## config.mk

```make
export PLATFORM = sky130hd
export DESIGN_NAME = ptr_addr_gen
export DESIGN_NICKNAME = d
export VERILOG_FILES = /design/src/rtl/ptr_addr_pkg.sv /design/src/rtl/ptr_addr_ctrl.sv /design/src/rtl/ptr_addr_dp.sv /design/src/rtl/ptr_addr_gen.sv
export SDC_FILE = /design/constraint.sdc
export NUM_CORES = 1
export LEC_CHECK = 0
export ABC_AREA = 1
export BUFFER_PORTS_ARGS = -buffer_cell sky130_fd_sc_hd__buf_4
export CORE_MARGIN = 4
export CORE_UTILIZATION = 60
export CTS_CLUSTER_DIAMETER = 30
export DETAILED_ROUTE_END_ITERATION = 10
export HOLD_SLACK_MARGIN = 0.03
export PLACE_DENSITY = 0.88
export SLEW_MARGIN = 15
export SYNTH_ARGS = -nofsm -noshare
export SYNTH_HDL_FRONTEND = slang
export SYNTH_HIERARCHICAL = 1
export SYNTH_SLANG_ARGS = --single-unit
```

## constraint.sdc

```tcl
create_clock -name clk -period 5.25 [get_ports clk]
set_clock_uncertainty 0.2 [all_clocks]
set_input_delay 0 -clock clk [delete_from_list [all_inputs] [get_ports clk]]
set_output_delay 0 -clock clk [all_outputs]
set_load 0.02 [all_outputs]
```

## src/rtl/ptr_addr_pkg.sv

```systemverilog
package ptr_addr_pkg;
  typedef enum logic [3:0] {
    MD_PLAIN   = 4'd0,
    MD_POSTINC = 4'd1,
    MD_PREDEC  = 4'd2,
    MD_DISP    = 4'd3,
    MD_DIRECT  = 4'd4,
    MD_PUSH    = 4'd5,
    MD_POP     = 4'd6,
    MD_PMLOAD  = 4'd7,
    MD_PMLDINC = 4'd8,
    MD_PMSTORE = 4'd9
  } addrMode_e;

  localparam logic [1:0] SEL_P0 = 2'd0;
  localparam logic [1:0] SEL_P1 = 2'd1;
  localparam logic [1:0] SEL_P2 = 2'd2;
  localparam logic [1:0] SEL_SP = 2'd3;

  typedef struct packed {
    logic capture;
    logic active;
    logic finish;
  } ctrlStrobe_t;
endpackage

```

## src/rtl/ptr_addr_ctrl.sv

```systemverilog
module ptr_addr_ctrl
  import ptr_addr_pkg::*;
(
  input  logic        clk,
  input  logic        rstN,
  input  logic        req,
  output ctrlStrobe_t strobe,
  output logic        busy,
  output logic        done
);
  typedef enum logic [1:0] {ST_IDLE, ST_EXEC, ST_FIN} state_e;
  state_e state, stateNext;

  always_comb begin
    stateNext = state;
    case (state)
      ST_IDLE: if (req) stateNext = ST_EXEC;
      ST_EXEC: stateNext = ST_FIN;
      ST_FIN:  stateNext = ST_IDLE;
      default: stateNext = ST_IDLE;
    endcase
  end

  always_ff @(posedge clk) begin
    if (!rstN) state <= ST_IDLE;
    else       state <= stateNext;
  end

  assign strobe.capture = (state == ST_IDLE) && req;
  assign strobe.active  = (state != ST_IDLE);
  assign strobe.finish  = (state == ST_FIN);
  assign busy = strobe.active;
  assign done = strobe.finish;


  capture_then_exec_chk: assert property (@(posedge clk) disable iff (!rstN)
    strobe.capture |=> (busy && !done));

  exec_then_fin_chk: assert property (@(posedge clk) disable iff (!rstN)
    (busy && !done) |=> done);
endmodule

```

## src/rtl/ptr_addr_dp.sv

```systemverilog
module ptr_addr_dp
  import ptr_addr_pkg::*;
#(
  parameter int AW = 16,
  parameter int QW = 6
) (
  input  logic          clk,
  input  logic          rstN,
  input  ctrlStrobe_t   strobe,
  input  logic [3:0]    mode,
  input  logic [1:0]    ptrSel,
  input  logic [QW-1:0] disp,
  input  logic [AW-1:0] directAddr,
  input  logic [AW-1:0] ptrX,
  input  logic [AW-1:0] ptrY,
  input  logic [AW-1:0] ptrZ,
  input  logic [AW-1:0] stackPtr,
  output logic [AW-1:0] effAddr,
  output logic          progSpace,
  output logic          wbEn,
  output logic [1:0]    wbSel,
  output logic [AW-1:0] wbData
);
  localparam int PADW = AW - QW;

  logic [AW-1:0] base, nAddr, nData, dispExt;
  logic [1:0]    nSel;
  logic          nWb, nProg, pendWb;

  assign dispExt = {{PADW{1'b0}}, disp};

  always_comb begin
    case (ptrSel)
      SEL_P0:  base = ptrX;
      SEL_P1:  base = ptrY;
      default: base = ptrZ;
    endcase
    nAddr = base;
    nData = base;
    nSel  = (ptrSel == SEL_SP) ? SEL_P2 : ptrSel;
    nWb   = 1'b0;
    nProg = 1'b0;
    case (mode)
      MD_POSTINC: begin nWb = 1'b1; nData = base + 1'b1; end
      MD_PREDEC:  begin nAddr = base - 1'b1; nData = base - 1'b1; nWb = 1'b1; end
      MD_DISP:    if (ptrSel != SEL_P0) nAddr = base + dispExt;
      MD_DIRECT:  nAddr = directAddr;
      MD_PUSH:    begin nAddr = stackPtr; nData = stackPtr - 1'b1; nSel = SEL_SP; nWb = 1'b1; end
      MD_POP:     begin nAddr = stackPtr + 1'b1; nData = stackPtr + 1'b1; nSel = SEL_SP; nWb = 1'b1; end
      MD_PMLOAD, MD_PMSTORE: begin nAddr = ptrZ; nData = ptrZ; nSel = SEL_P2; nProg = 1'b1; end
      MD_PMLDINC: begin nAddr = ptrZ; nData = ptrZ + 1'b1; nSel = SEL_P2; nProg = 1'b1; nWb = 1'b1; end
      default: ;
    endcase
  end

  always_ff @(posedge clk) begin
    if (!rstN) begin
      effAddr   <= '0;
      wbData    <= '0;
      wbSel     <= SEL_P0;
      pendWb    <= 1'b0;
      progSpace <= 1'b0;
    end else if (strobe.capture) begin
      effAddr   <= nAddr;
      wbData    <= nData;
      wbSel     <= nSel;
      pendWb    <= nWb;
      progSpace <= nProg;
    end
  end

  assign wbEn = strobe.finish && pendWb;


  addr_hold_chk: assert property (@(posedge clk) disable iff (!rstN)
    (strobe.active && !strobe.capture) |=> (!strobe.active || $stable(effAddr)));

  prog_wb_sel_chk: assert property (@(posedge clk) disable iff (!rstN)
    (wbEn && progSpace) |-> (wbSel == SEL_P2));
endmodule

```

## src/rtl/ptr_addr_gen.sv

```systemverilog
module ptr_addr_gen
  import ptr_addr_pkg::*;
#(
  parameter int AW = 16,
  parameter int QW = 6
) (
  input  logic          clk,
  input  logic          rstN,
  input  logic          req,
  input  logic [3:0]    mode,
  input  logic [1:0]    ptrSel,
  input  logic [QW-1:0] disp,
  input  logic [AW-1:0] directAddr,
  input  logic [AW-1:0] ptrX,
  input  logic [AW-1:0] ptrY,
  input  logic [AW-1:0] ptrZ,
  input  logic [AW-1:0] stackPtr,
  output logic          busy,
  output logic          done,
  output logic [AW-1:0] effAddr,
  output logic          progSpace,
  output logic          wbEn,
  output logic [1:0]    wbSel,
  output logic [AW-1:0] wbData
);
  ctrlStrobe_t strobe;

  ptr_addr_ctrl ctrl_i (
    .clk(clk), .rstN(rstN), .req(req),
    .strobe(strobe), .busy(busy), .done(done)
  );

  ptr_addr_dp #(.AW(AW), .QW(QW)) dp_i (
    .clk(clk), .rstN(rstN), .strobe(strobe),
    .mode(mode), .ptrSel(ptrSel), .disp(disp), .directAddr(directAddr),
    .ptrX(ptrX), .ptrY(ptrY), .ptrZ(ptrZ), .stackPtr(stackPtr),
    .effAddr(effAddr), .progSpace(progSpace),
    .wbEn(wbEn), .wbSel(wbSel), .wbData(wbData)
  );


  wb_only_done_chk: assert property (@(posedge clk) disable iff (!rstN)
    wbEn |-> done);

  idle_after_done_chk: assert property (@(posedge clk) disable iff (!rstN)
    done |=> !busy);

  done_inside_busy_chk: assert property (@(posedge clk) disable iff (!rstN)
    done |-> busy);
endmodule

```

## Word level (Yosys, flattened, before mapping)

Cells that the tools add are included.

| word-level totals | value |
|---|---|
| logic and storage cells | 46 |
| bits of input ports | 95 |
| output and inout bits | 38 |
| flip-flop bits (word level) | 38 |

| operators by class | value |
|---|---|
| mux-type cells | 10 |
| equal/unequal tests | 14 |
| add/subtract/negate cells | 6 |
| reduce and logical (&&, ||, !) cells | 10 |

Operator list:

| operator | number |
|---|---|
| $pmux W16 S6 | 2 |
| $add A16 B1 Y16 const B | 3 |
| $pmux W16 S2 | 1 |
| $sub A16 B1 Y16 const B | 2 |
| $add A16 B6 Y16 | 1 |
| $eq A4 B3 Y1 const B | 4 |
| $mux W16 | 1 |
| $eq A4 B2 Y1 const B | 2 |
| $eq A4 B4 Y1 const B | 2 |
| $pmux W2 S2 | 2 |
| $reduce_or A5 Y1 | 1 |
| $eq A2 B1 Y1 const B | 2 |
| $eq A2 B2 Y1 const B | 2 |
| $eq A4 B1 Y1 const B | 1 |
| $logic_not A2 Y1 | 2 |
| $mux W2 | 2 |
| $reduce_bool A2 Y1 | 2 |
| $reduce_or A2 Y1 | 2 |
| $reduce_or A3 Y1 | 1 |
| $logic_and A1 B1 Y1 | 2 |
| $mux W1 | 2 |
| $ne A2 B2 Y1 const B | 1 |

## Depth between registers and ports, before layout

| logic depth | value |
|---|---|
| word-level depth | 5 |
| gate-level depth with buffers | 20 |
| mapped depth without buffers | 19 |

## Cells and area by module

The synthesis kept the hierarchy.

By module, submodules not included:

| module | cells each | seq. area each (µm²) | area an instance (µm²) | times used |
|---|---|---|---|---|
| ptr_addr_dp | 1038 | 720.7 | 5402.7 | 1 |
| ptr_addr_ctrl | 14 | 40.0 | 100.1 | 1 |

## Worst setup path after synthesis

No wires, ideal clock.

| timing | value |
|---|---|
| path kind | input to register |
| start point | in ptrSel[1] |
| end point | reg dp_i.effAddr[6] |
| arrival | 1.967 ns |
| slack | 2.951 ns |
| data required time | 4.918 ns |
| library setup time | 0.132 ns |
| buffers on the path | 1 |
| stages | 15 |
| path through | buf_6 -> nor2_4 -> nand2_1 -> nand3_2 -> inv_1 -> ha_1 -> a21oi_1 -> or2_2 -> nand3_1 -> nand2_1 -> inv_1 -> nand3_1 -> a21o_1 -> o21ai_0 -> a21oi_1 |

| between the ends | value |
|---|---|
| longest elaborated chain between the ends | 5 |
| elaborated cells between the ends (all ways) | 8 |
| those cells by class | 2 x add/sub; 1 x eq/ne; 3 x mux; 2 x reduce/logical |

RTL lines:

| item | line | text |
|---|---|---|
| start, declared | ptr_addr_gen.sv:11 | `input logic [1:0] ptrSel,` |
| $eq A2 B1 Y1 / $logic_not A2 Y1 (equally long branches) | ptr_addr_dp.sv:33 | `case (ptrSel)` |
| $pmux W16 S2 | ptr_addr_dp.sv:33 |  |
| $add A16 B6 Y16 | ptr_addr_dp.sv:46 | `MD_DISP: if (ptrSel != SEL_P0) nAddr = base + dispExt;` |
| $mux W16 | ptr_addr_dp.sv:46 |  |
| $pmux W16 S6 * | ptr_addr_dp.sv:43 | `case (mode)` |
| end signal, assigned | ptr_addr_dp.sv:64 | `effAddr <= nAddr;` |
| end, declared | ptr_addr_dp.sv:18 | `output logic [AW-1:0] effAddr,` |

Mark *: on every way between the ends. The rest lies on a longest branch, timed or not.
A chain may end at the register's enable or synchronous reset.

## Final worst setup path

| timing | value |
|---|---|
| start point | in mode[3] |
| end point | reg dp_i.wbData[2] |

| between the ends | value |
|---|---|
| longest elaborated chain between the ends | 3 |
| elaborated cells between the ends (all ways) | 9 |
| those cells by class | 7 x eq/ne; 1 x mux; 1 x reduce/logical |

RTL lines:

| item | line | text |
|---|---|---|
| start, declared | ptr_addr_gen.sv:10 | `input logic [3:0] mode,` |
| $eq A4 B3 Y1 / $eq A4 B4 Y1 (equally long branches) | ptr_addr_dp.sv:43 |  |
| $reduce_or A2 Y1 | - |  |
| $pmux W16 S6 * | ptr_addr_dp.sv:43 |  |
| end signal, assigned | ptr_addr_dp.sv:65 | `wbData <= nData;` |
| end, declared | ptr_addr_dp.sv:22 | `output logic [AW-1:0] wbData` |

Marks and branches as above.

==> out/metrics.cfg <==
[outcome]
status = complete, no violations

[global_routing]
grtUsageTotal = 0.390
gr-total-overflow = 0
grt_first_pass_wirelength_mm = 34.3
antenna_found_initial = 0
grt_max_degree = 44
grt_pass1_vias = 6871

[power_and_ir_drop]
ir_drop_v = 0.000107
power_mw = 1.12
leakage_nw = 3.40
power.density_nw_per_um2 = 170

[yosys]
syn_inst = 1051
netlist_area_um2 = 5500
syn_avg_cell_area_um2 = 5.23
synth_fp_nets = 1157
yosysWarnings = 6

[route]
drtIter0Drc = 1104
finalWirelength_mm = 22.0
num_vias = 7665
drt-vias-per-instance = 6.03
drcViolationCount = 0
wl_per_cell_um = 17.3
drt_pass1_iterations = 11
detail-route-antenna-nets = 0

[critical_path]
r2r_start = ctrl_i/state[0]
required_ns = 5.27
startpoint = mode[3]
worstSetupStartpointType = primary input
path_class = primary input to flop
arrival_ns = 3.79
path_max_fanout = 29
cp-end-kind = flop

[clock_tree]
cts_tree = yes
insertion_delay_ns = 0.29
cts-buffers-inserted = 5
cts.path.max_buffers = 2
cts_setup_buffers = 0
ctsRootBufferMaster = clkbuf_8
path_clk_slew_ns = 0.08
cts.sinks = 38
htreeDepth = 2

[sta]
hold_viol = 0
fmax_mhz = 265
post-route-period-util = 0.718
relSlewSlack = 0.356
rsz0062_at_grt = false
maxSlewViolCount = 0
setup-tns-final_ns = 0
setup_viol = 0
finalCriticalPeriod_ns = 3.77
tightest_slew_ns = 0.964
hold_slack_ns = 0.0555

[final_layout]
area.growth.synth_to_final_pct = 20.1
finalNonFillerCells = 1272
num-fill-cells = 820
multi_input_area_um2 = 3960
drive_gt1_frac = 0.157
seq_area_um2 = 761
final_nets = 1270
fin_util = 0.750
diodes = 0

[placement]
dp_hpwl_mm = 17.4
dp.cells = 1258
portBuffers = 132
routabilityCongestion = 1.08

[floorplan]
chipWidth_um = 104
start_util = 0.624
ioPinCount = 133
die_area_um2 = 10800
fp-row-count = 34
die_h_um = 104
core_area_um2 = 8810

[flow_run]
drv_cap = 0

[min_path]
hp-class = primary input to flop
hp-start = directAddr[14]

[cells in the final DEF, fill, tap and decap left out, drive strengths merged, types with 2 or more instances in the layout]
| cell | count |
|---|---|
| o2111ai | 5 |
| inv | 146 |
| o22ai | 3 |
| o211ai | 9 |
| clkbuf | 5 |
| nor4 | 2 |
| clkinv | 5 |
| nand4 | 27 |
| dlygate4sd3 | 7 |
| a21oi | 70 |
| nor3b | 2 |
| a31oi | 4 |
| nand3 | 117 |
| or2 | 2 |
| nand2 | 336 |
| nor2 | 131 |
| nor3 | 15 |
| nand3b | 13 |
| o21ai | 67 |
| ha | 10 |
| buf | 138 |
| dfxtp | 38 |
| a211oi | 3 |
| xor2 | 3 |
[repair_timing]
item                                   CTS  global route
hold buffers                             7             0
endpoints found under the hold margin    8             0
gates resized for setup                  0             0
[worst max-delay path, stage by stage]
cell and delay (ns):
buf_4 0.12, inv_1 0.07, nor2_2 0.04, nand2_1 0.52, inv_1 0.62, nor2_1 0.63, nand3_1 0.83, inv_1 0.49
nor3_1 0.09, o211ai_1 0.11, o211ai_1 0.11, a21oi_1 0.15
[routing by layer]
| layer | GRT usage | routed length, µm | share of wire | vias to the layer above |
|---|---|---|---|---|
| li1 | - | - | - | 3619 |
| met1 | 0.517 | 8340 | 0.38 | 3319 |
| met2 | 0.590 | 9040 | 0.41 | 632 |
| met3 | 0.132 | 3720 | 0.17 | 95 |
| met4 | 0.135 | 885 | 0.040 | 0 |
| met5 | 0 | 0 | 0 | - |
[stage by stage]
| stage | worst slack (ns) | area [µm²] |
|---|---|---|
| detailed placement | 1.36 | 6450 |
| CTS | 1.68 | 6600 |
| finish | 1.48 | 6600 |
| floorplan | 2.95 | 5500 |
| global route | 1.25 | 6600 |
| global placement | 1.55 | 6450 |
[state kept, by name, summed over array words and instances (netlist names)]
signal	cells
dp_i/wbSel	2
dp_i/pendWb	1
dp_i/effAddr	16
dp_i/wbData	16
dp_i/progSpace	1
ctrl_i/state	2
[path summary, 6_finish.rpt]
check                     end  slack (ns)  cells after the start
min reg2reg  dp_i/effAddr[11]        0.27                      2
max reg2reg   dp_i/effAddr[1]        3.00                      8
min          dp_i/effAddr[14]        0.06                      7
max            dp_i/wbData[2]        1.48                     12
[cell type report]
class,instances,area share
clock buffer,5,0.0104
clock inverter,2,0.00152
inverter,149,0.0847
multi-input combinational,825,0.600
sequential,38,0.115
tap,108,0.0205
timing repair buffer,145,0.168
[where the power goes]
group	switching [mW]	leakage, nW	internal, mW
Combinational	0.388	3.04	0.208
Clock	0.110	0.0438	0.0894
Sequential	0.0129	0.313	0.314
Total	0.511	3.40	0.611
No activity file was read; power rests on OpenSTA's default activity.
